$ cat config.mk
export PLATFORM = sky130hd
export DESIGN_NAME = fwd_unit
export DESIGN_NICKNAME = d
export VERILOG_FILES = /design/src/rtl/fwd_pkg.sv /design/src/rtl/fwd_stage_match.sv /design/src/rtl/fwd_priority.sv /design/src/rtl/fwd_wb_value.sv /design/src/rtl/fwd_operand_mux.sv /design/src/rtl/fwd_unit.sv
export SDC_FILE = /design/constraint.sdc
export NUM_CORES = 1
export LEC_CHECK = 0
export BUFFER_PORTS_ARGS = -buffer_cell sky130_fd_sc_hd__buf_2
export CORE_UTILIZATION = 46
export CTS_BUF_LIST = sky130_fd_sc_hd__clkbuf_16
export DETAILED_ROUTE_END_ITERATION = 16
export PLACE_DENSITY = 0.81
export SKIP_LAST_GASP = 1
export SYNTH_ARGS = -nofsm -noshare
export SYNTH_HDL_FRONTEND = slang
export SYNTH_SLANG_ARGS = --single-unit
$ cat constraint.sdc
create_clock -name clk -period 0.8 [get_ports clk]
set_input_delay 0 -clock clk [delete_from_list [all_inputs] [get_ports clk]]
set_output_delay 0 -clock clk [all_outputs]
set_load 0.01 [all_outputs]
$ cat src/rtl/fwd_pkg.sv
package fwd_pkg;

    typedef enum logic [1:0] {
        SRC_RF    = 2'b00,
        SRC_MEMWB = 2'b01,
        SRC_EXMEM = 2'b10
    } fwd_sel_e;

endpackage

$ cat src/rtl/fwd_stage_match.sv
module fwd_stage_match #(
    parameter int unsigned ADDR_W = 5
) (
    input  logic [ADDR_W-1:0] src_reg,
    input  logic [ADDR_W-1:0] dst_reg,
    input  logic              wr_en,
    output logic              hit
);
    localparam logic [ADDR_W-1:0] ZERO_REG = '0;

    always_comb begin
        hit = wr_en && (dst_reg != ZERO_REG) && (dst_reg == src_reg);
    end
endmodule

$ cat src/rtl/fwd_priority.sv
module fwd_priority
    import fwd_pkg::*;
(
    input  logic     hit_young,
    input  logic     hit_old,
    output fwd_sel_e sel
);
    always_comb begin
        if (hit_young) begin
            sel = SRC_EXMEM;
        end else if (hit_old) begin
            sel = SRC_MEMWB;
        end else begin
            sel = SRC_RF;
        end
    end
endmodule

$ cat src/rtl/fwd_wb_value.sv
module fwd_wb_value #(
    parameter int unsigned DATA_W = 32
) (
    input  logic              is_load,
    input  logic [DATA_W-1:0] alu_res,
    input  logic [DATA_W-1:0] mem_data,
    output logic [DATA_W-1:0] wb_val
);
    always_comb begin
        wb_val = is_load ? mem_data : alu_res;
    end
endmodule

$ cat src/rtl/fwd_operand_mux.sv
module fwd_operand_mux
    import fwd_pkg::*;
#(
    parameter int unsigned DATA_W = 32
) (
    input  fwd_sel_e          sel,
    input  logic [DATA_W-1:0] rf_val,
    input  logic [DATA_W-1:0] young_val,
    input  logic [DATA_W-1:0] old_val,
    output logic [DATA_W-1:0] out_val
);
    always_comb begin
        case (sel)
            SRC_EXMEM: out_val = young_val;
            SRC_MEMWB: out_val = old_val;
            default:   out_val = rf_val;
        endcase
    end
endmodule

$ cat src/rtl/fwd_unit.sv
module fwd_unit
    import fwd_pkg::*;
#(
    parameter int unsigned ADDR_W = 5,
    parameter int unsigned DATA_W = 32
) (
    input  logic              clk,
    input  logic              rst_n,
    input  logic [ADDR_W-1:0] ex_rs1,
    input  logic [ADDR_W-1:0] ex_rs2,
    input  logic [DATA_W-1:0] ex_rf_a,
    input  logic [DATA_W-1:0] ex_rf_b,
    input  logic [ADDR_W-1:0] exmem_rd,
    input  logic              exmem_wen,
    input  logic [DATA_W-1:0] exmem_alu,
    input  logic [ADDR_W-1:0] memwb_rd,
    input  logic              memwb_wen,
    input  logic              memwb_is_load,
    input  logic [DATA_W-1:0] memwb_alu,
    input  logic [DATA_W-1:0] memwb_mem,
    output logic [1:0]        fwd_sel_a,
    output logic [1:0]        fwd_sel_b,
    output logic [DATA_W-1:0] op_a,
    output logic [DATA_W-1:0] op_b
);
    localparam int unsigned NOPS = 2;

    typedef struct packed {
        logic [1:0]        sel_a;
        logic [1:0]        sel_b;
        logic [DATA_W-1:0] val_a;
        logic [DATA_W-1:0] val_b;
    } st_t;

    logic [ADDR_W-1:0] src_reg [NOPS];
    logic [DATA_W-1:0] rf_val  [NOPS];
    fwd_sel_e          sel_c   [NOPS];
    logic [DATA_W-1:0] val_c   [NOPS];
    logic [DATA_W-1:0] wb_val;

    assign src_reg[0] = ex_rs1;
    assign src_reg[1] = ex_rs2;
    assign rf_val[0]  = ex_rf_a;
    assign rf_val[1]  = ex_rf_b;

    fwd_wb_value #(.DATA_W(DATA_W)) u_wb (
        .is_load (memwb_is_load),
        .alu_res (memwb_alu),
        .mem_data(memwb_mem),
        .wb_val  (wb_val)
    );

    for (genvar g = 0; g < NOPS; g++) begin : g_op
        logic hit_em;
        logic hit_wb;

        fwd_stage_match #(.ADDR_W(ADDR_W)) u_match_em (
            .src_reg(src_reg[g]),
            .dst_reg(exmem_rd),
            .wr_en  (exmem_wen),
            .hit    (hit_em)
        );

        fwd_stage_match #(.ADDR_W(ADDR_W)) u_match_wb (
            .src_reg(src_reg[g]),
            .dst_reg(memwb_rd),
            .wr_en  (memwb_wen),
            .hit    (hit_wb)
        );

        fwd_priority u_pri (
            .hit_young(hit_em),
            .hit_old  (hit_wb),
            .sel      (sel_c[g])
        );

        fwd_operand_mux #(.DATA_W(DATA_W)) u_mux (
            .sel      (sel_c[g]),
            .rf_val   (rf_val[g]),
            .young_val(exmem_alu),
            .old_val  (wb_val),
            .out_val  (val_c[g])
        );
    end

    st_t st_d, st_q;

    always_comb begin
        st_d       = st_q;
        st_d.sel_a = sel_c[0];
        st_d.sel_b = sel_c[1];
        st_d.val_a = val_c[0];
        st_d.val_b = val_c[1];
    end

    always_ff @(posedge clk or negedge rst_n) begin
        if (!rst_n) begin
            st_q <= '0;
        end else begin
            st_q <= st_d;
        end
    end

    assign fwd_sel_a = st_q.sel_a;
    assign fwd_sel_b = st_q.sel_b;
    assign op_a      = st_q.val_a;
    assign op_b      = st_q.val_b;

    // Assertions

    p_reset_clear_r1: assert property (@(posedge clk)
        !rst_n |-> (fwd_sel_a == 2'b00 && fwd_sel_b == 2'b00 && op_a == '0 && op_b == '0));

    p_sel_legal_r9: assert property (@(posedge clk) disable iff (!rst_n)
        $onehot0(fwd_sel_a) && $onehot0(fwd_sel_b));

    p_young_wins_a_r5: assert property (@(posedge clk) disable iff (!rst_n)
        (exmem_wen && exmem_rd != '0 && exmem_rd == ex_rs1)
        |=> (fwd_sel_a == 2'b10 && op_a == $past(exmem_alu)));

    p_young_wins_b_r3: assert property (@(posedge clk) disable iff (!rst_n)
        (exmem_wen && exmem_rd != '0 && exmem_rd == ex_rs2)
        |=> (fwd_sel_b == 2'b10 && op_b == $past(exmem_alu)));

    p_zero_src_r6: assert property (@(posedge clk) disable iff (!rst_n)
        (ex_rs1 == '0) |=> (fwd_sel_a == 2'b00 && op_a == $past(ex_rf_a)));

    p_no_wen_r7: assert property (@(posedge clk) disable iff (!rst_n)
        (!exmem_wen && !memwb_wen) |=> (fwd_sel_a == 2'b00 && fwd_sel_b == 2'b00));

    p_old_load_a_r8: assert property (@(posedge clk) disable iff (!rst_n)
        (memwb_wen && memwb_is_load && memwb_rd != '0 && memwb_rd == ex_rs1
         && !(exmem_wen && exmem_rd == ex_rs1))
        |=> (fwd_sel_a == 2'b01 && op_a == $past(memwb_mem)));

    p_old_alu_b_r4: assert property (@(posedge clk) disable iff (!rst_n)
        (memwb_wen && !memwb_is_load && memwb_rd != '0 && memwb_rd == ex_rs2
         && !(exmem_wen && exmem_rd == ex_rs2))
        |=> (fwd_sel_b == 2'b01 && op_b == $past(memwb_alu)));

endmodule

==> results.py, run 1 <==
metrics = {
    "cts": {
        "cts_buffer_depth": 2,
        "clock_sinks": 68,
        "root_buffer": "clkbuf_16",
        "clk_pin_slew_ps": 60,
        "cts.htree.levels": 3,
        "cts_tree": "yes",
        "cts_buffers": 9,
    },
    "global_route": {
        "gr-usage-met1_pct": 38.9,
        "grt_overflow": 0,
        "met2_usage_pct": 59.3,
        "grt_max_degree": 69,
        "track_usage_pct": 34.4,
        "grt.busiest_layer": "met2",
        "grt_first_pass_wirelength_um": 29400,
        "antenna_found_initial": 0,
        "grt_use_met3_pct": 8.50,
        "grt_pass1_vias": 5885,
    },
    "final_layout": {
        "design_area_mm2": 0.00809,
        "fin_cells": 878,
        "layout_commonest_cell": "buf_2",
        "multi_input_area_mm2": 0.00338,
        "final_cell_mix": "buf_2, dfrtp_1, nand4_1, and4_1",
        "area_growth_pct": 69.9,
        "nNetsFinal": 925,
        "antenna_cells": 0,
        "drive_gt1_share_pct": 57.0,
        "fillers": 598,
        "seqCellArea_mm2": 0.00170,
    },
    "floorplanning": {
        "chipWidth_um": 104,
        "io_pins": 253,
        "num_rows": 36,
        "die_area_mm2": 0.0108,
        "initial_utilization_pct": 48.1,
        "coreArea_mm2": 0.00991,
        "die_h_um": 104,
    },
    "min_path": {
        "hp-class": "primary input to flop",
        "holdPathEnd": "op_a[10]$_DFF_PN0_",
        "holdPathStages": 3,
        "hp-start": "ex_rf_a[10]",
    },
    "placement": {
        "place.port_buffers": 252,
        "dp_hpwl_um": 12000,
        "place_congestion": 0.914,
        "dp.cells": 817,
        "placedInstanceArea_mm2": 0.00643,
    },
    "logic_synthesis": {
        "synthArstFlopShare_pct": 100,
        "seq_area_frac_synth_pct": 35.7,
        "synth_area_mm2": 0.00476,
        "synth-seq-cells": 68,
        "yosysWarnings": 0,
        "synthCells": 467,
        "syn_nets": 652,
        "synth_top_flop_cell": "dfrtp_1",
        "synth_cell_types": 18,
        "synth-edff-count": 0,
        "syn_avg_cell_area_um2": 10.2,
    },
    "sta": {
        "finalCritPeriodShare_pct": 160,
        "setup_viol": 136,
        "setup_slack_ps": -482,
        "finalSetupTns_ps": -30600,
        "fmax_mhz": 780,
        "hold_viol_final": 0,
        "finalCriticalPeriod_ps": 1280,
        "rsz0062_at_grt": "yes",
        "slew_viol_final": 0,
        "slew_headroom_pct": 71.6,
        "worst_pin_slew_ps": 425,
    },
    "routing": {
        "vias": 5823,
        "wl_per_cell_um": 23.6,
        "dr.pass1.iters": 5,
        "avgViaCountPerCell": 6.63,
        "drc": 0,
        "ant_nets": 0,
        "routed_wl_um": 20700,
        "first_iter_violations": 384,
    },
    "setup_path": {
        "endpoint_kind": "flop",
        "crit_start": "memwb_rd[0]",
        "required_ps": 1030,
        "critical_path_arrival_ps": 1510,
        "worstPathMaxFanout": 8,
        "critPathKind": "primary input to flop",
        "start_kind": "primary input",
    },
    "power": {
        "power_leakage_nw": 3.51,
        "powerDensity_mw_per_mm2": 1490,
        "power.total_mw": 12.0,
        "ir_worst_vdd_mv": 1.21,
    },
    "run_status": {
        "violations": "negative setup slack",
        "status": "finished, violations left",
    },
    "job": {
        "maxCapViolCount": 0,
    },
}
-- what timing repair did --
action                     CTS  global route
hold endpoints to repair   125             0
buffers inserted             2             0
pin swaps                    4            24
gates cloned                 3             7
gates resized for setup     46            70
hold buffers                33             0
setup endpoints to repair  136           136
-- report_power, final --
part	leakage (nW)	switching [mW]	internal, mW
clock	0.163	1.58	3.04
sequential	0.801	0.0881	3.68
combinational	2.55	1.99	1.65
-- critical path, stage by stage --
cell and delay [ps]:
buf_6 90, or4_4 530, o21a_4 270, buf_8 150, and4_1 190, o31ai_4 280
-- flip-flops by register name (all words and copies together), names as in the netlist --
signal     count
op_a          32
fwd_sel_b      2
fwd_sel_a      2
op_b          32
-- how the worst max path moves through the flow --
stage | to | slack (ps) | cells past startpoint
after floorplan | op_a[10]$_DFF_PN0_ | -610 | 6
after global placement | op_a[30]$_DFF_PN0_ | -780 | 6
after detailed placement | op_a[22]$_DFF_PN0_ | -820 | 6
after CTS | op_a[22]$_DFF_PN0_ | -440 | 6
after global routing | op_a[18]$_DFF_PN0_ | -490 | 6
final | op_b[14]$_DFF_PN0_ | -480 | 6
-- stage by stage --
stage               hold WS [ps]  setup WS (ps)  utilization [%]
global route                19.5           -488             81.7
floorplan                   -296           -607                -
detailed placement          56.6           -818             64.8
finish                      7.83           -482             81.7
global placement            50.0           -782             64.8
CTS                         9.58           -440             75.3
-- layout make-up --
cell class	instances	share of cell area, %
clock buffer	9	2.78
clock inverter	7	1.42
multi-input combinational	326	41.7
sequential	68	21.0
tap	133	2.06
timing repair buffer	335	31.0
-- cells in the mapped netlist, types with 5 or more instances --
| cell type | number | area (um2) |
|---|---|---|
| and4_1 | 64 | 561 |
| buf_2 | 5 | 25.0 |
| buf_6 | 9 | 101 |
| o31ai_1 | 8 | 60.1 |
| xor2_1 | 20 | 175 |
| clkbuf_1 | 50 | 188 |
| o31ai_2 | 56 | 701 |
| a31oi_1 | 64 | 400 |
| buf_1 | 9 | 33.8 |
| nand4_1 | 64 | 400 |
| mux2i_1 | 32 | 320 |
| dfrtp_1 | 68 | 1700 |
| nor2_1 | 6 | 22.5 |
-- per-layer routing --
metal | share of wire, % | vias up
li1 | - | 2471
met1 | 35 | 2824
met2 | 51 | 434
met3 | 9.1 | 94
met4 | 4.6 | 0
met5 | 0 | -
-- cells by family (layout without fill, tap and decap cells) --
kind of cell / count (synthesis) / in the layout / share of synthesized area [%]
compound gates: 130 / 130 / 24.7
mux: 32 / 32 / 6.73
xor+xnor: 20 / 20 / 3.68
simple gates: 144 / 144 / 21.9
buf+inv: 73 / 351 / 7.30
flops: 68 / 68 / 35.7
No activity file was read; power rests on OpenSTA's default activity.
==> run 2, diff against run 1 <==
- SKIP_LAST_GASP: 1 -> unset
- clock period: 0.8 -> 1.2 ns (I/O delays scaled with it)
==> run 2 against run 1 <==
Effect of this change:
- the flow still finishes with violations (negative setup slack)
- critical endpoint is now op_a[1]$_DFF_PN0_
- via count down 4.0%
- die area stayed put
- critical path depth stayed put
- sequential power is 33% lower
- global-route usage down 1.3 points
- sequential cell count is the same
- cell count is 1.4% lower
- worst hold slack worse by 2.3 ps
- critical path type unchanged
- count of clock-buffer cells in the layout unchanged
- combinational power down 39%
==> results.py, run 2 (same netlist as run 1, synthesis figures left out) <==
metrics = {
    "routing": {
        "avgViaCountPerCell": 6.45,
        "dr.pass1.iters": 5,
        "vias": 5588,
        "drc": 0,
        "first_iter_violations": 414,
        "routed_wl_um": 18500,
        "ant_nets": 0,
        "wl_per_cell_um": 21.4,
    },
    "floorplanning": {
        "coreArea_mm2": 0.00991,
        "die_area_mm2": 0.0108,
        "initial_utilization_pct": 48.1,
        "io_pins": 253,
        "num_rows": 36,
        "chipWidth_um": 104,
        "die_h_um": 104,
    },
    "sta": {
        "slew_headroom_pct": 72.5,
        "setup_slack_ps": -57.4,
        "fmax_mhz": 795,
        "slew_viol_final": 0,
        "finalCriticalPeriod_ps": 1260,
        "hold_viol_final": 0,
        "rsz0062_at_grt": "yes",
        "worst_pin_slew_ps": 413,
        "finalCritPeriodShare_pct": 105,
        "setup_viol": 18,
    },
    "final_layout": {
        "seqCellArea_mm2": 0.00170,
        "area_growth_pct": 57.5,
        "drive_gt1_share_pct": 55.2,
        "fillers": 682,
        "fin_cells": 866,
        "layout_commonest_cell": "buf_2",
        "nNetsFinal": 913,
        "final_cell_mix": "buf_2, dfrtp_1, nand4_1, and4_1, a31oi_1",
        "multi_input_area_mm2": 0.00316,
    },
    "global_route": {
        "grt_overflow": 0,
        "track_usage_pct": 33.1,
        "antenna_found_initial": 0,
        "grt_max_degree": 69,
        "grt_pass1_vias": 5735,
        "grt_first_pass_wirelength_um": 28400,
    },
    "placement": {
        "dp.cells": 816,
        "place_congestion": 0.905,
        "place.port_buffers": 252,
        "dp_hpwl_um": 12000,
    },
    "cts": {
        "cts.htree.levels": 3,
        "cts_buffers": 9,
        "cts_buffer_depth": 2,
        "clk_pin_slew_ps": 60,
        "clock_sinks": 68,
        "root_buffer": "clkbuf_16",
        "cts_tree": "yes",
        "post-cts-setup-buffers": 0,
    },
    "setup_path": {
        "required_ps": 1420,
        "endpoint_kind": "flop",
        "worstPathMaxFanout": 10,
        "start_kind": "primary input",
        "crit_start": "exmem_rd[0]",
        "critical_path_arrival_ps": 1480,
        "critPathKind": "primary input to flop",
    },
    "power": {
        "power.total_mw": 7.26,
        "power_leakage_nw": 3.31,
        "ir_worst_vdd_mv": 0.553,
        "powerDensity_mw_per_mm2": 968,
    },
    "job": {
        "maxCapViolCount": 0,
    },
    "min_path": {
        "hp-start": "ex_rf_a[10]",
        "hp-class": "primary input to flop",
    },
    "run_status": {
        "violations": "negative setup slack",
        "status": "finished, violations left",
    },
}
==> run 2: stage by stage <==
stage	setup WS, ps	hold WS [ps]	utilization [%]	cell area (um2)	TNS (ps)
after floorplan	-207	-296	-	4780	-12710
after global placement	-381	47.8	65.2	6460	-24180
after detailed placement	-508	49.8	65.2	6460	-25960
after CTS	-38.9	1.30	72.8	7210	-83.7
after global routing	-69.3	13.0	75.7	7500	-1760
final	-57.4	5.50	75.7	7500	-281
==> run 2: final timing paths <==
kind | endpoint | slack, ps | cells after the start
max | op_a[1]$_DFF_PN0_ | -60 | 6
min | op_a[10]$_DFF_PN0_ | 6 | 3
max in group asynchronous | op_b[7]$_DFF_PN0_ | 670 | 3
min in group asynchronous | op_b[27]$_DFF_PN0_ | 240 | 3
==> run 2: power breakdown <==
| part | internal (mW) | switching [mW] |
|---|---|---|
| Clock | 1.56 | 0.968 |
| Sequential | 2.46 | 0.0518 |
| Combinational | 0.984 | 1.24 |
==> run 2: area by class of cell <==
| type | instances | share of cell area (%) |
|---|---|---|
| multi-input cells | 326 | 42.1 |
| repair buffers | 323 | 29.3 |
| flip-flops and latches | 68 | 22.7 |
| clock buffers | 9 | 3.00 |
| well taps | 133 | 2.22 |
| clock inverters | 6 | 0.650 |
| diodes | 1 | 0.0334 |
==> run 2: worst max-delay path, stage by stage <==
cell,delay [ps]
buf_6,90
or4_4,520
o21a_4,230
and3_4,180
buf_12,150
o31ai_2,290
==> run 2: repair_timing <==
item                                    4_1_cts  5_1_grt
resized for setup                            25       42
cloned                                        0        1
endpoints found under the setup margin       64       64
endpoints found under the hold margin       126        0
hold buffers                                 33        0
pin swaps                                     0        4
==> run 2: layer usage <==
metal / global-route usage [%] / vias up / share of wire [%]
li1: - / 2443 / -
met1: 37.9 / 2682 / 37
met2: 58.7 / 392 / 51
met3: 4.97 / 71 / 8.1
met4: 19.0 / 0 / 4.1
met5: 0 / - / 0
==> run 3, diff against run 2 <==
- CTS_BUF_LIST: sky130_fd_sc_hd__clkbuf_16 -> unset
- SLEW_MARGIN: unset -> 20
==> run 3 against run 2 <==
Effect of this change:
- the run still ends with negative setup slack left
- via count grew 5.5%
- critical path depth is the same
- sequential cell count is the same
- largest cell class unchanged
==> results.py, run 3 (same netlist as run 1, synthesis figures left out) <==
metrics = {
    "routing": {
        "wl_per_cell_um": 22.9,
        "drc": 0,
        "vias": 5894,
        "avgViaCountPerCell": 6.56,
        "first_iter_violations": 394,
        "ant_nets": 0,
        "dr.pass1.iters": 5,
        "routed_wl_um": 20600,
    },
    "run_status": {
        "violations": "negative setup slack",
        "status": "finished, violations left",
    },
    "global_route": {
        "grt_overflow": 0,
        "grt_max_degree": 69,
        "track_usage_pct": 33.3,
        "antenna_found_initial": 1,
        "grt_pass1_vias": 5767,
        "grt_first_pass_wirelength_um": 28600,
    },
    "setup_path": {
        "endpoint_kind": "flop",
        "path_cells": "buf_6 -> or4_4 -> o21a_4 -> buf_12 -> and4_1 -> o31ai_2",
        "critPathMaxStageDelay_ps": 550,
        "required_ps": 1440,
        "critPathKind": "primary input to flop",
        "critical_path_arrival_ps": 1540,
        "start_kind": "primary input",
        "worstPathMaxFanout": 6,
        "slowest_stage": "or4_4",
    },
    "final_layout": {
        "drive_gt1_share_pct": 55.9,
        "design_area_mm2": 0.00797,
        "nNetsFinal": 945,
        "layout_commonest_cell": "buf_2",
        "final_cell_mix": "buf_2, dfrtp_1, nand4_1, dlygate4sd3_1, and4_1",
        "fin_util_pct": 80.4,
        "area_growth_pct": 67.3,
    },
    "sta": {
        "rsz0062_at_grt": "yes",
        "hold_ws_ps": 3.13,
        "slew_viol_final": 0,
        "finalCriticalPeriod_ps": 1300,
        "finalSetupTns_ps": -1150,
        "setup_slack_ps": -95.1,
        "hold_viol_final": 0,
        "slew_headroom_pct": 72.0,
        "setup_viol": 48,
        "finalCritPeriodShare_pct": 108,
        "worst_pin_slew_ps": 420,
        "fmax_mhz": 772,
    },
    "job": {
        "maxCapViolCount": 0,
    },
    "placement": {
        "place.port_buffers": 252,
        "placedInstanceArea_mm2": 0.00646,
        "dp_hpwl_um": 12000,
        "place_congestion": 0.905,
    },
    "floorplanning": {
        "chipWidth_um": 104,
        "io_pins": 253,
        "die_h_um": 104,
        "coreArea_mm2": 0.00991,
        "initial_utilization_pct": 48.1,
        "die_area_mm2": 0.0108,
        "num_rows": 36,
    },
    "cts": {
        "cts.htree.levels": 3,
        "cts_buffer_depth": 2,
        "clock_sinks": 68,
        "clk_pin_slew_ps": 80,
        "cts_buffers": 9,
        "root_buffer": "clkbuf_8",
        "cts_tree": "yes",
    },
    "power": {
        "power.total_mw": 6.95,
        "powerDensity_mw_per_mm2": 873,
        "power_leakage_nw": 3.47,
        "ir_worst_vdd_mv": 0.520,
    },
    "min_path": {
        "hp-class": "primary input to flop",
    },
}
[run 3: cell count changes in the layout (fill, tap and decap cells not counted), sizes merged]
cell / change
diode: +1
o21a: +1
dlygate4sd3: +23
clkinv: -3
buf: +1
clkbuf: +12
inv: -2
[run 3: where the power goes]
| group | leakage [nW] | switching, mW | total (mW) | internal, mW |
|---|---|---|---|---|
| sequential | 0.801 | 0.0539 | 2.51 | 2.45 |
| combinational | 2.57 | 1.31 | 2.40 | 1.09 |
| clock | 0.103 | 0.929 | 2.05 | 1.12 |
| total | 3.47 | 2.29 | 6.95 | 4.66 |
[run 3: area by class of cell]
cell class	count	area (um2)
flip-flops and latches	68	1700
diodes	2	5.00
repair buffers	354	2610
clock buffers	14	173
multi-input cells	327	3280
clock inverters	1	30.0
well taps	133	166
fillers	595	1940
[run 3: what timing repair did]
item | CTS | global route
buffers inserted | 0 | 1
endpoints found under the hold margin | 132 | 0
setup endpoints to repair | 64 | 59
gates cloned | 0 | 9
resized for setup | 9 | 74
hold buffers | 56 | 0
pin swaps | 0 | 5
[run 3: worst paths after layout]
path,cells after the start,end,start,slack [ps]
max in group asynchronous,3,op_b[10]$_DFF_PN0_,rst_n,680
min in group asynchronous,3,op_b[27]$_DFF_PN0_,rst_n,220
min,3,op_a[11]$_DFF_PN0_,ex_rf_a[11],3
max,6,op_a[1]$_DFF_PN0_,memwb_rd[0],-100
[run 3: critical path, delay by kind of cell]
family	cells	cell delay, ps
buf+inv	2	240
compound gates	2	580
simple gates	2	700
[run 3: metrics by stage]
stage                     setup slack [ps]  std cells
after floorplan                       -207        467
after detailed placement              -508        816
after CTS                            -21.8        887
after global routing                 -95.6        898
final                                -95.1        899
after global placement                -381        816
[run 3: routing by layer]
| layer | track usage (%) | up-vias | routed length, um |
|---|---|---|---|
| li1 | - | 2506 | - |
| met1 | 37.5 | 2842 | 7170 |
| met2 | 59.2 | 454 | 10600 |
| met3 | 6.10 | 92 | 1770 |
| met4 | 18.5 | 0 | 1090 |
| met5 | 0 | - | 0 |
